[config.mk]
export PLATFORM = sky130hd
export DESIGN_NAME = nfd_decoder
export DESIGN_NICKNAME = d
export VERILOG_FILES = /design/src/rtl/nfd_pkg.sv /design/src/rtl/nfd_match.sv /design/src/rtl/nfd_idrd.sv /design/src/rtl/nfd_seq.sv /design/src/rtl/nfd_decoder.sv
export SDC_FILE = /design/constraint.sdc
export NUM_CORES = 1
export LEC_CHECK = 0
export ABC_AREA = 1
export BUFFER_PORTS_ARGS = -buffer_cell sky130_fd_sc_hd__buf_2
export CORE_MARGIN = 2
export CORE_UTILIZATION = 49
export DETAILED_ROUTE_END_ITERATION = 7
export MAX_ROUTING_LAYER = met4
export PLACE_DENSITY = 0.85
export SLEW_MARGIN = 20
export SYNTH_ARGS = -nofsm -noshare
export SYNTH_HDL_FRONTEND = slang
export SYNTH_SLANG_ARGS = --single-unit
[constraint.sdc]
create_clock -name clk -period 2 [get_ports clk]
set_input_delay 0 -clock clk [delete_from_list [all_inputs] [get_ports clk]]
set_output_delay 0 -clock clk [all_outputs]
set_load 0.01 [all_outputs]
[src/rtl/nfd_pkg.sv]
package nfd_pkg;
  localparam int CMD_AW = 11;
  localparam logic [CMD_AW-1:0] ADR_A = 11'h555;
  localparam logic [CMD_AW-1:0] ADR_B = 11'h2AA;

  localparam logic [7:0] K_UNLK_A = 8'hAA;
  localparam logic [7:0] K_UNLK_B = 8'h55;
  localparam logic [7:0] K_PROG   = 8'hA0;
  localparam logic [7:0] K_ERASE  = 8'h80;
  localparam logic [7:0] K_IDENT  = 8'h90;
  localparam logic [7:0] K_RESET  = 8'hF0;
  localparam logic [7:0] K_CHIP   = 8'h10;
  localparam logic [7:0] K_SECT   = 8'h30;
  localparam logic [7:0] K_SUSP   = 8'hB0;
  localparam logic [7:0] K_RESUME = 8'h30;
  localparam logic [7:0] MFR_CODE = 8'h7F;

  typedef enum logic [1:0] {MD_ARRAY = 2'd0, MD_IDENT = 2'd1, MD_BUSY = 2'd2} mode_e;

  typedef enum logic [2:0] {
    OP_NONE = 3'd0, OP_RESET = 3'd1, OP_PROG = 3'd2, OP_CHIP = 3'd3,
    OP_SECT = 3'd4, OP_SUSP = 3'd5, OP_RESUME = 3'd6
  } op_e;

  typedef enum logic [2:0] {
    SQ_IDLE, SQ_U1, SQ_U2, SQ_PRG, SQ_E3, SQ_E4, SQ_E5
  } seq_e;

  // Command addresses are matched on the low bits only.
  function automatic logic cmd_addr_is(input logic [CMD_AW-1:0] a,
                                       input logic [CMD_AW-1:0] pat);
    return a == pat;
  endfunction

  // Identification read table, indexed by offset.
  function automatic logic [7:0] ident_byte(input int unsigned off,
                                            input logic [7:0] dev,
                                            input logic prot);
    case (off)
      0:       return MFR_CODE;
      1:       return dev;
      2:       return {7'd0, prot};
      default: return 8'h00;
    endcase
  endfunction
endpackage

[src/rtl/nfd_match.sv]
module nfd_match
  import nfd_pkg::*;
#(
  parameter int SEC_BITS = 3
) (
  input  logic [CMD_AW-1:0]          cmd_lo,
  input  logic [SEC_BITS-1:0]        sec_sel,
  input  logic [(1<<SEC_BITS)-1:0]   prot_mask,
  output logic                       hit_a,
  output logic                       hit_b,
  output logic                       sec_prot
);
  assign hit_a    = cmd_addr_is(cmd_lo, ADR_A);
  assign hit_b    = cmd_addr_is(cmd_lo, ADR_B);
  assign sec_prot = prot_mask[sec_sel];
endmodule

[src/rtl/nfd_idrd.sv]
module nfd_idrd
  import nfd_pkg::*;
#(
  parameter int AW       = 19,
  parameter int SEC_BITS = 3,
  parameter logic [7:0] DEV_ID = 8'hA4
) (
  input  mode_e                      md,
  input  logic [AW-1:0]              rd_addr,
  input  logic [(1<<SEC_BITS)-1:0]   prot_mask,
  output logic [7:0]                 rdata
);
  localparam int OFF_W = AW - SEC_BITS;

  logic [OFF_W-1:0]    off;
  logic [SEC_BITS-1:0] sec;

  assign off = rd_addr[OFF_W-1:0];
  assign sec = rd_addr[AW-1:OFF_W];

  always_comb begin
    if (md == MD_IDENT) rdata = ident_byte(int'(off), DEV_ID, prot_mask[sec]);
    else                rdata = 8'h00;
  end
endmodule

[src/rtl/nfd_seq.sv]
module nfd_seq
  import nfd_pkg::*;
#(
  parameter int AW = 19
) (
  input  logic          clk,
  input  logic          rst_n,
  input  logic          wr_en,
  input  logic [AW-1:0] wr_addr,
  input  logic [7:0]    wr_data,
  input  logic          op_done,
  input  logic          hit_a,
  input  logic          hit_b,
  input  logic          sec_prot,
  output logic          req_valid,
  output op_e           req_op,
  output logic [AW-1:0] req_addr,
  output logic [7:0]    req_data,
  output mode_e         md,
  output logic          seq_idle,
  output logic          susp_o,
  output logic          ev_break,
  output logic          ev_drop
);
  seq_e  st, st_n;
  mode_e md_n;
  op_e   act, act_n, op_n;
  logic  sp, sp_n;

  always_comb begin
    st_n     = st;
    md_n     = md;
    sp_n     = sp;
    act_n    = act;
    op_n     = OP_NONE;
    ev_break = 1'b0;
    ev_drop  = 1'b0;
    if (md == MD_BUSY) begin
      if (wr_en && wr_data == K_SUSP && act == OP_SECT) begin
        op_n = OP_SUSP;
        md_n = MD_ARRAY;
        sp_n = 1'b1;
      end else if (op_done) begin
        md_n  = MD_ARRAY;
        act_n = OP_NONE;
      end
    end else if (sp) begin
      if (wr_en && wr_data == K_RESUME) begin
        op_n = OP_RESUME;
        md_n = MD_BUSY;
        sp_n = 1'b0;
      end
    end else if (wr_en) begin
      case (st)
        SQ_IDLE: begin
          if (wr_data == K_RESET) begin
            op_n = OP_RESET;
            md_n = MD_ARRAY;
          end else if (wr_data == K_UNLK_A && hit_a) st_n = SQ_U1;
          else ev_break = 1'b1;
        end
        SQ_U1: begin
          if (wr_data == K_UNLK_B && hit_b) st_n = SQ_U2;
          else ev_break = 1'b1;
        end
        SQ_U2: begin
          if (hit_a && wr_data == K_PROG) st_n = SQ_PRG;
          else if (hit_a && wr_data == K_ERASE) st_n = SQ_E3;
          else if (hit_a && wr_data == K_IDENT) begin
            st_n = SQ_IDLE;
            md_n = MD_IDENT;
          end else if (hit_a && wr_data == K_RESET) begin
            st_n = SQ_IDLE;
            op_n = OP_RESET;
            md_n = MD_ARRAY;
          end else ev_break = 1'b1;
        end
        SQ_PRG: begin
          st_n = SQ_IDLE;
          if (sec_prot) begin
            ev_drop = 1'b1;
            md_n    = MD_ARRAY;
          end else begin
            op_n  = OP_PROG;
            act_n = OP_PROG;
            md_n  = MD_BUSY;
          end
        end
        SQ_E3: begin
          if (wr_data == K_UNLK_A && hit_a) st_n = SQ_E4;
          else ev_break = 1'b1;
        end
        SQ_E4: begin
          if (wr_data == K_UNLK_B && hit_b) st_n = SQ_E5;
          else ev_break = 1'b1;
        end
        SQ_E5: begin
          st_n = SQ_IDLE;
          if (wr_data == K_CHIP && hit_a) begin
            op_n  = OP_CHIP;
            act_n = OP_CHIP;
            md_n  = MD_BUSY;
          end else if (wr_data == K_SECT) begin
            op_n  = OP_SECT;
            act_n = OP_SECT;
            md_n  = MD_BUSY;
          end else ev_break = 1'b1;
        end
        default: ev_break = 1'b1;
      endcase
      if (ev_break) begin
        st_n = SQ_IDLE;
        md_n = MD_ARRAY;
      end
    end
  end

  always_ff @(posedge clk or negedge rst_n) begin
    if (!rst_n) begin
      st        <= SQ_IDLE;
      md        <= MD_ARRAY;
      sp        <= 1'b0;
      act       <= OP_NONE;
      req_valid <= 1'b0;
      req_op    <= OP_NONE;
      req_addr  <= '0;
      req_data  <= '0;
    end else begin
      st        <= st_n;
      md        <= md_n;
      sp        <= sp_n;
      act       <= act_n;
      req_valid <= (op_n != OP_NONE);
      req_op    <= op_n;
      if (op_n != OP_NONE) begin
        req_addr <= wr_addr;
        req_data <= wr_data;
      end
    end
  end

  assign seq_idle = (st == SQ_IDLE);
  assign susp_o   = sp;
endmodule

[src/rtl/nfd_decoder.sv]
module nfd_decoder
  import nfd_pkg::*;
#(
  parameter int AW       = 19,
  parameter int SEC_BITS = 3,
  parameter logic [7:0] DEV_ID = 8'hA4
) (
  input  logic                      clk,
  input  logic                      rst_n,
  input  logic                      wr_en,
  input  logic [AW-1:0]             wr_addr,
  input  logic [7:0]                wr_data,
  input  logic                      op_done,
  input  logic [(1<<SEC_BITS)-1:0]  prot_mask,
  input  logic [AW-1:0]             rd_addr,
  output logic                      req_valid,
  output logic [2:0]                req_op,
  output logic [AW-1:0]             req_addr,
  output logic [7:0]                req_data,
  output logic [1:0]                mode,
  output logic [7:0]                id_rdata
);
  localparam int OFF_W = AW - SEC_BITS;

  logic  hit_a, hit_b, sec_prot;
  logic  seq_idle, susp_w, ev_break, ev_drop;
  op_e   op_w;
  mode_e md_w;

  nfd_match #(.SEC_BITS(SEC_BITS)) u_match (
    .cmd_lo   (wr_addr[CMD_AW-1:0]),
    .sec_sel  (wr_addr[AW-1:OFF_W]),
    .prot_mask(prot_mask),
    .hit_a    (hit_a),
    .hit_b    (hit_b),
    .sec_prot (sec_prot)
  );

  nfd_seq #(.AW(AW)) u_seq (
    .clk      (clk),
    .rst_n    (rst_n),
    .wr_en    (wr_en),
    .wr_addr  (wr_addr),
    .wr_data  (wr_data),
    .op_done  (op_done),
    .hit_a    (hit_a),
    .hit_b    (hit_b),
    .sec_prot (sec_prot),
    .req_valid(req_valid),
    .req_op   (op_w),
    .req_addr (req_addr),
    .req_data (req_data),
    .md       (md_w),
    .seq_idle (seq_idle),
    .susp_o   (susp_w),
    .ev_break (ev_break),
    .ev_drop  (ev_drop)
  );

  nfd_idrd #(.AW(AW), .SEC_BITS(SEC_BITS), .DEV_ID(DEV_ID)) u_idrd (
    .md       (md_w),
    .rd_addr  (rd_addr),
    .prot_mask(prot_mask),
    .rdata    (id_rdata)
  );

  assign req_op = op_w;
  assign mode   = md_w;
endmodule

==> metrics.md, run 1 <==
| Metric | Value |
|---|---|
| Crit path time final | between 1500 and 2000 ps |
| Row cnt | 26 |
| R2R Path End | u_seq.req_addr[5] |
| Worst slew pin tran | 893 ps |
| Hold Path End | u_seq.susp_o |
| Clk slew on worst S/H paths | 90 ps |
| Sw power | about 1.2 mW |
| Seq pwr share | 0.402 |
| Setup crit start kind | flip-flop |
| CTS max path bufs | 2 |
| Area of the die | 5810 sq um |
| Leak | approximately 2.0 nW |
| Fin. max-slew vios | 0 |
| CP Data Required Time | 2200 ps |
| Dpl cell area | approximately 3100 sq um |
| Ant diodes | 0 |
| X dimension of the die | between 70 and 80 um |
| Fin area | ~3600 sq um |
| CTS Buf Count | 5 |
| Setup Crit Path Kind | flip-flop to flip-flop |
| RePlAce Congestion | ~0.96 |
| Commonest non-fill, non-tap cells in the layout | nand2_1, buf_2, nand3_1 |
| Largest net degree at the start of global routing | 41 |
| Max rail drop VDD | about 0.50 mV |
| CP Data Arrival Time | 2070 ps |
| Flops & latches, synth | 40 |
| Layout cells sized above 1 | 0.281 |
| GRT Overall Usage | 0.270 |
| Crit-path slowest cell | dfrtp_1 |
| Iteration-0 DRC Markers | between 200 and 250 |
| Vias in the first global route | 2893 |
| Combinational share of power | 0.382 |
| Hold Path Class | primary input to flip-flop |
| Power share of the clock group | 0.216 |
| Int Power | 2.02 mW |
| Wirelength, routed | 7.79 mm |
| Die Height | 76.2 um |
| Wirelength per Cell | around 13 um |
| Status | finished clean |
| Synth cell types | 29 |
| R2r startpoint | u_seq.st[0] |
| Setup_tns | 0 ps |
| Cells after DPL | around 540 |
| Most common cell after layout, fill and taps aside | nand2_1 |
| Seq/Total Area, Yosys | 0.391 |
| Crit-path cells | inv_1 -> nand2_1 -> nor2_2 -> o211ai_1 -> o21ai_2 -> a21oi_4 -> buf_4 -> buf_4 -> nand3_1 -> nand2_1 |
| CP max FO | 8 |
| Min-Delay Path Depth | 4 |
| Clk_lat worst skew | approximately 300 ps |
| # nets final | approximately 570 |
| Fin Clk Skew | about 8 ps |
| Power per cell area | a little under 900 nW/um^2 |
| Max Cap Viol | 0 |
| Syn. warnings | 0 |
| Router iterations before antenna repair | 5 |
| I/O pin count | 99 |
| Final period util | 0.940 |
| Setup crit end kind | flip-flop |
| FF-to-FF path depth | 10 |
| Hold Violations, Final | 0 |
| Starting Density | 0.504 |
| Finished Layout Cells | 586 |
| Syn_area_per_cell | ~6.7 sq um |
| CTS tree | built |
| CTS H-tree depth | 2 |
| Mapped cell area | 2560 sq um |
| Port buffer count | 98 |
| CP max stage delay | 440 ps |
| HP Start | wr_en |
| Post-synthesis cell count | approximately 380 |
| DRC violations left | 0 |
| Post-DP HPWL | 5.07 mm |
| Synthesized net count | 439 |
| CTS Root Cell | clkbuf_8 |
| DR vias | ~3000 |
| RSZ-0062 raised after global routing | false |
| Switching Fraction | 0.370 |
| Via density | between 5 and 6 |
| Total gr overflow | 0 |
| Setup violators final | 0 |
| First-pass GRT wire length | 12.6 mm |
| R2r setup slk | between 100 and 150 ps |
| Final core utilization | 0.708 |
| Clock tree sinks | 40 |
| ANT nets after route | 0 |
| Achievable Freq | around 0.53 GHz |
| Core Area | slightly above 5000 sq um |
| Rel. slew slack | 0.405 |
| Antenna violations before repair | 0 |
| Area Overhead vs Synth | 40.4% |
==> flip-flops by register name (all words and copies together), names as in the netlist <==
| register | cells |
|---|---|
| u_seq.act | 3 |
| u_seq.md | 2 |
| u_seq.req_addr | 19 |
| u_seq.req_data | 8 |
| u_seq.req_op | 3 |
| u_seq.req_valid | 1 |
| u_seq.st | 3 |
| u_seq.susp_o | 1 |
==> critical path, delay by kind of cell, from the launching register on <==
family                 cells  cell delay, ps
AOI/OAI and AO/OA          3             450
and+or+nand+nor            4             440
buffers and inverters      3             450
DFF                        1             440
==> worst max-delay path by stage <==
stage	from	endpoint	slack [ps]
2_1_floorplan	u_seq.md[0]	u_seq.req_addr[0]	250
3_3_place_gp	u_seq.st[1]	u_seq.req_addr[2]	-30
3_5_place_dp	u_seq.st[1]	u_seq.req_addr[2]	-70
4_1_cts	wr_data[4]	u_seq.req_addr[2]	6
5_1_grt	wr_data[4]	u_seq.req_data[5]	5
6_report	u_seq.st[0]	u_seq.req_addr[5]	120
==> final cells by class <==
cell class                 instances  area (sq um)
clock buffer                       5          68.8
tap                               70          87.6
sequential                        40          1000
timing repair buffer             139           893
clock inverter                     3          46.3
multi-input combinational        289          1340
fill                             396          1480
inverter                          40           150
==> through the flow <==
stage / hold slack [ps] / total power [mW] / setup slack (ps)
2_1_floorplan: -296 / 1.93 / 247
3_3_place_gp: 160 / 2.40 / -27.4
3_5_place_dp: 174 / 2.44 / -68.9
4_1_cts: 113 / 3.17 / 5.80
5_1_grt: 191 / 3.42 / 4.76
6_report: 159 / 3.21 / 120
==> logic make-up (layout without fill, tap and decap cells) <==
| group | count (synthesis) | in the layout | share of synthesized area |
|---|---|---|---|
| and+or+nand+nor | 258 | 258 | 0.433 |
| buffers and inverters | 53 | 187 | 0.102 |
| DFF | 40 | 40 | 0.391 |
| AOI/OAI and AO/OA | 30 | 31 | 0.0734 |
==> power by group through the flow <==
stage	logic [mW]	registers, mW	clock network (mW)
after global routing	1.37	1.33	0.729
after CTS	1.20	1.28	0.692
final	1.23	1.29	0.691
after floorplan	0.515	1.42	0
after detailed placement	1.15	1.30	0
after global placement	1.12	1.29	0
==> synth_stat cells <==
cell	count	area (sq um)
buf_6	5	56.3
buf_2	1	5.00
o21ai_2	1	8.76
nor2_4	1	11.3
clkbuf_1	1	3.75
a21oi_1	7	35.0
nand4_1	4	25.0
o211ai_1	3	22.5
nand3_1	53	265
or2_2	2	12.5
nor2_1	50	188
a221oi_1	1	8.76
a21oi_4	1	16.3
inv_2	4	15.0
inv_1	36	135
nor2_2	5	31.3
nand2_4	2	22.5
a211oi_1	2	15.0
a31o_2	1	8.76
o21bai_1	1	7.51
nand3b_1	2	15.0
nand2_2	1	6.26
o21ai_0	13	65.1
nor3_1	5	25.0
dfrtp_1	40	1000
nand2_1	130	488
nor4_1	1	6.26
and2_1	2	12.5
buf_4	6	45.0
==> metal layers <==
metal	vias to the layer above	track usage	share of wire
met1	1391	0.311	0.40
met4	0	0.107	0.023
li1	1481	-	-
met3	19	0.0403	0.061
met5	-	-	0
met2	122	0.473	0.51
==> timing repair <==
item / CTS / global route
setup buffers: 0 / 5
hold buffers: 28 / 0
resized for setup: 0 / 10
hold endpoints to repair: 67 / 0
endpoints found under the setup margin: 27 / 30
cloned: 1 / 0
pin swaps: 1 / 4
No activity file was read; power rests on OpenSTA's default activity.
==> run 2: changes to the inputs <==
Settings changed: MAX_ROUTING_LAYER met4 to unset.
==> run 2 against run 1 <==
Non-clock buffer count grew 3. Count of clock-buffer cells in the layout is the same. Cell area grew 0.52%. Highest routed layer unchanged.
==> metrics.md, run 2 (synthesized netlist as in run 1, its figures left out) <==
| Metric | Value |
|---|---|
| Largest net degree at the start of global routing | between 40 and 50 |
| Router iterations before antenna repair | 8 |
| Setup crit start kind | primary input |
| Port buffer count | 98 |
| Total gr overflow | 0 |
| Fin. max-slew vios | 0 |
| Worst slew pin tran | slightly below 900 ps |
| ANT nets after route | 0 |
| Clock tree sinks | 40 |
| CP Data Required Time | roughly 2200 ps |
| Die Height | 76.2 um |
| CTS H-tree depth | 2 |
| Wirelength, routed | ~8.4 mm |
| Ant diodes | 0 |
| # nets final | 577 |
| Crit path time final | slightly below 2000 ps |
| Power share of the clock group | 0.172 |
| CTS max path bufs | 2 |
| Cells after DPL | approximately 540 |
| Setup crit end kind | flip-flop |
| I/O pin count | between 90 and 100 |
| Setup Crit Path Kind | primary input to flip-flop |
| R2r startpoint | u_seq.st[0] |
| HP Start | wr_addr[16] |
| Clk_lat worst skew | 300 ps |
| Setup violators final | 0 |
| Hold Violations, Final | 0 |
| Vias in the first global route | approximately 2900 |
| Seq pwr share | 0.419 |
| Largest register FFs | 19 |
| Fin Clk Skew | between 7 and 8 ps |
| Starting Density | 0.504 |
| RePlAce Congestion | between 0.9 and 1 |
| First-pass GRT wire length | 12.6 mm |
| Final period util | 0.984 |
| Final core utilization | 0.711 |
| Largest reg by FF count | u_seq.req_addr |
| CTS Buf Count | 5 |
| Max Cap Viol | 0 |
| Worst hold margin | roughly 43 ps |
| X dimension of the die | between 70 and 80 um |
| CTS tree | built |
| Hold Path Class | primary input to flip-flop |
| Total power | slightly above 3 mW |
| Post-DP HPWL | ~5.1 mm |
| Clk slew on worst S/H paths | 80 ps |
| GRT Overall Usage | 0.267 |
| CP max FO | 8 |
| DRC violations left | 0 |
| Layout cells sized above 1 | 0.291 |
| Via density | between 5 and 6 |
| Power per cell area | about 860 nW/um^2 |
| Antenna violations before repair | 0 |
| CTS Root Cell | clkbuf_8 |
| Leak | 2.02 nW |
| Achievable Freq | ~0.5 GHz |
| Area Overhead vs Synth | 41.1% |
| Iteration-0 DRC Markers | between 300 and 400 |
| CP Data Arrival Time | roughly 2200 ps |
| Max rail drop VDD | about 0.53 mV |
| Area of the die | 5810 sq um |
| Combinational share of power | 0.409 |
| Row cnt | 26 |
| Finished Layout Cells | around 590 |
| Switching Fraction | 0.390 |
| Crit path launch | wr_addr[9] |
| Status | finished clean |
| Commonest non-fill, non-tap cells in the layout | nand2_1, buf_2, nand3_1 |
| Core Area | around 5100 sq um |
| Wirelength per Cell | approximately 14 um |
| Most common cell after layout, fill and taps aside | nand2_1 |
| Sw power | about 1.2 mW |
| Biggest regs | u_seq.req_addr: 19 flops, u_seq.req_data: 8 flops |
| Int Power | 1.89 mW |
| DR vias | about 3200 |
| Rel. slew slack | 0.405 |
## run 2: changes by cell type in the layout (fill, tap and decap cells not counted), sizes merged
cell         previous run  this run
buf                   111       115
bufinv                  1         0
clkinv                  0         1
dlygate4sd3            28        27
inv                    41        40
nand2                 133       134
## run 2: what timing repair did
action	CTS	global route
hold buffers	27	0
pin swaps	1	4
endpoints found under the hold margin	66	0
gates resized for setup	0	15
endpoints found under the setup margin	28	36
gates cloned	1	1
setup buffers	2	7
## run 2: power groups by stage
stage	Combinational, mW	Sequential, mW	Clock (mW)
floorplan	0.515	1.42	0
global placement	1.12	1.28	0
detailed placement	1.15	1.29	0
CTS	1.20	1.28	0.526
global route	1.40	1.33	0.582
finish	1.27	1.30	0.531
## run 2: final timing paths
kind,endpoint,slack [ps],depth (start not counted)
max,u_seq.req_addr[7],30,14
min,u_seq.req_addr[16],40,3
max reg2reg,u_seq.req_addr[7],70,10
min reg2reg,u_seq.act[2],490,2
max in group asynchronous,u_seq.req_addr[11],1060,2
min in group asynchronous,u_seq.susp_o,380,2
## run 2: metrics by stage
| step | instance area (sq um) | TNS (ps) | setup WS, ps |
|---|---|---|---|
| 5_1_grt | 3610 | -1340 | -92.2 |
| 3_3_place_gp | 3100 | -414 | -25.8 |
| 2_1_floorplan | 2560 | 0 | 247 |
| 3_5_place_dp | 3100 | -2210 | -96.1 |
| 4_1_cts | 3470 | 0 | 11.7 |
| 6_report | 3610 | 0 | 32.5 |
## run 2: worst max-delay path, cell delays in order
cell           delay (ps)
dlygate4sd3_1         550
buf_2                 140
inv_1                  80
nand3_1               160
inv_2                 140
nand3_2               110
nor2_4                140
a21oi_1                90
nand2_2               170
a21oi_4                90
buf_12                140
buf_4                 160
nand3_1               110
nand2_1                70
## run 2: layer usage
| metal | wire (um) | vias up | GRT usage |
|---|---|---|---|
| met5 | 0 | - | 0 |
| met4 | 369 | 0 | 0.136 |
| met3 | 639 | 55 | 0.0498 |
| met2 | 4250 | 186 | 0.468 |
| met1 | 3170 | 1445 | 0.311 |
| li1 | - | 1484 | - |
## run 2: final cells by class
| cell class | count | area, sq um |
|---|---|---|
| Tap cell | 70 | 87.6 |
| Inverter | 40 | 150 |
| Timing Repair Buffer | 142 | 913 |
| Clock buffer | 5 | 68.8 |
| Fill cell | 394 | 1470 |
| Clock inverter | 2 | 12.5 |
| Sequential cell | 40 | 1000 |
| Multi-Input combinational cell | 290 | 1380 |
==> run 3: changes to the inputs <==
Settings changed: CORE_MARGIN 2 to unset.
==> run 3 against run 2 <==
Cell count fell by 2.9%. Clock power rose by 35%. Non-clock buffer count fell by 13. Combinational power fell by 6%. Critical endpoint is now u_seq.req_addr[4]. Flip-flop and latch count did not move.
==> metrics.md, run 3 (synthesized netlist as in run 1, its figures left out) <==
| Metric | Value |
|---|---|
| Fin Clk Skew | between 3 and 4 ps |
| R2r startpoint | u_seq.st[0] |
| Fin area | 3500 sq um |
| Rel. slew slack | 0.412 |
| Achievable Freq | 0.542 GHz |
| Hold Violations, Final | 0 |
| Worst slew pin tran | roughly 900 ps |
| Hold Path Class | primary input to flip-flop |
| Antenna violations before repair | 0 |
| First-pass GRT wire length | 11.3 mm |
| Max rail drop VDD | between 0.5 and 0.6 mV |
| Port buffer count | just under 100 |
| Via density | about 5.2 |
| Status | finished clean |
| I/O pin count | a little under 100 |
| CTS tree | built |
| RePlAce Congestion | roughly 0.87 |
| Largest net degree at the start of global routing | a little over 40 |
| RSZ-0062 raised after global routing | false |
| Area of the die | approximately 5500 sq um |
| Layout cells sized above 1 | 0.265 |
| Row cnt | 25 |
| Dpl cell area | slightly above 3000 sq um |
| HP Start | wr_addr[16] |
| Fin. max-slew vios | 0 |
| Total gr overflow | 0 |
| Largest register FFs | 19 |
| Leak | ~2 nW |
| Core Area | 4880 sq um |
| Clock tree sinks | 40 |
| Area Overhead vs Synth | 36.7% |
| ANT nets after route | 0 |
| Wirelength, routed | 7.20 mm |
| Final period util | 0.923 |
| X dimension of the die | ~74 um |
| Clk slew on worst S/H paths | around 80 ps |
| Filler instances | 374 |
| Post-DP HPWL | ~5.0 mm |
| Largest reg by FF count | u_seq.req_addr |
| Crit path time final | 1850 ps |
| Commonest non-fill, non-tap cells in the layout | nand2_1, buf_2, nand3_1 |
| GRT Overall Usage | 0.267 |
| CTS max path bufs | 2 |
| Setup crit start kind | primary input |
| DRC violations left | 0 |
| Total power | between 3 and 4 mW |
| CTS Buf Count | 5 |
| CP Data Required Time | around 2200 ps |
| Starting Density | 0.524 |
| DR vias | ~3000 |
| Ant diodes | 0 |
| CP max FO | 28 |
| Wirelength per Cell | 12.6 um |
| Clk_lat worst skew | approximately 300 ps |
| CTS H-tree depth | 2 |
| Crit path launch | wr_addr[6] |
| Die Height | between 70 and 80 um |
| Setup crit end kind | flip-flop |
| Power per cell area | slightly above 900 nW/um^2 |
| Iteration-0 DRC Markers | about 190 |
| CTS Root Cell | clkbuf_8 |
| Router iterations before antenna repair | 5 |
| CP Data Arrival Time | ~2000 ps |
| Most common cell after layout, fill and taps aside | nand2_1 |
| # nets final | 562 |
| Max Cap Viol | 0 |
| Setup violators final | 0 |
| Setup_tns | 0 ps |
| Setup Crit Path Kind | primary input to flip-flop |
| Vias in the first global route | around 2700 |
| Biggest regs | u_seq.req_addr: 19 flops, u_seq.req_data: 8 flops |
run 3: cell count changes in the layout (fill, tap and decap cells not counted), sizes merged:
cell,delta
a21oi,-1
buf,-13
nand2,-1
clkbuf,+1
bufinv,+1
clkinvlp,-1
run 3: layer usage:
layer | global-route usage | up-vias | part of all wire
li1 | - | 1459 | -
met1 | 0.334 | 1380 | 0.41
met2 | 0.451 | 128 | 0.51
met3 | 0.0515 | 22 | 0.058
met4 | 0.119 | 0 | 0.021
met5 | 0 | - | 0
run 3: worst paths after layout:
path,to,slack [ps],depth (start not counted)
max in group asynchronous,u_seq.st[1],1050,2
hold reg to reg,u_seq.act[2],490,2
setup reg to reg,u_seq.act[0],220,11
min in group asynchronous,u_seq.req_addr[3],350,2
setup / recovery,u_seq.req_addr[4],150,14
hold / removal,u_seq.req_addr[16],4,3
run 3: cell type report:
class,count,area [sq um],area share
Tap cell,67,83.8,0.0240
Sequential cell,40,1000,0.287
Clock inverter,2,38.8,0.0111
Clock buffer,6,82.6,0.0236
Timing Repair Buffer,129,816,0.233
Multi-Input combinational cell,288,1320,0.378
Inverter,40,150,0.0429
run 3: power breakdown:
group          switching [mW]  internal [mW]  total, mW
sequential              0.176           1.11       1.29
clock                   0.307          0.408      0.715
combinational           0.679          0.509       1.19
total                    1.16           2.03       3.19
run 3: critical path, cell delays in order:
cell and delay (ps):
dlygate4sd3_1 560, buf_2 150, nand2_1 60, inv_1 30
nand2_1 100, inv_1 100, nand3_2 100, nor2_4 50
a21oi_1 120, nand2_1 120, a21oi_4 290, nand2_8 170
nand2_1 110, nand2_1 70
run 3: per-stage QoR:
| step | hold slack, ps | setup WS [ps] | cells | utilization |
|---|---|---|---|---|
| 6_report | 4.24 | 155 | 572 | 0.716 |
| 5_1_grt | 7.86 | 7.76 | 572 | 0.716 |
| 4_1_cts | 6.70 | 52.5 | 571 | 0.707 |
| 3_5_place_dp | 173 | 89.2 | 536 | 0.626 |
| 3_3_place_gp | 162 | 114 | 536 | 0.626 |
| 2_1_floorplan | -296 | 247 | 381 | - |
run 3: repair_timing:
item	in CTS	in global routing
hold endpoints to repair	66	0
setup endpoints to repair	0	36
resized for setup	0	11
hold buffers	27	0
buffers inserted	0	1
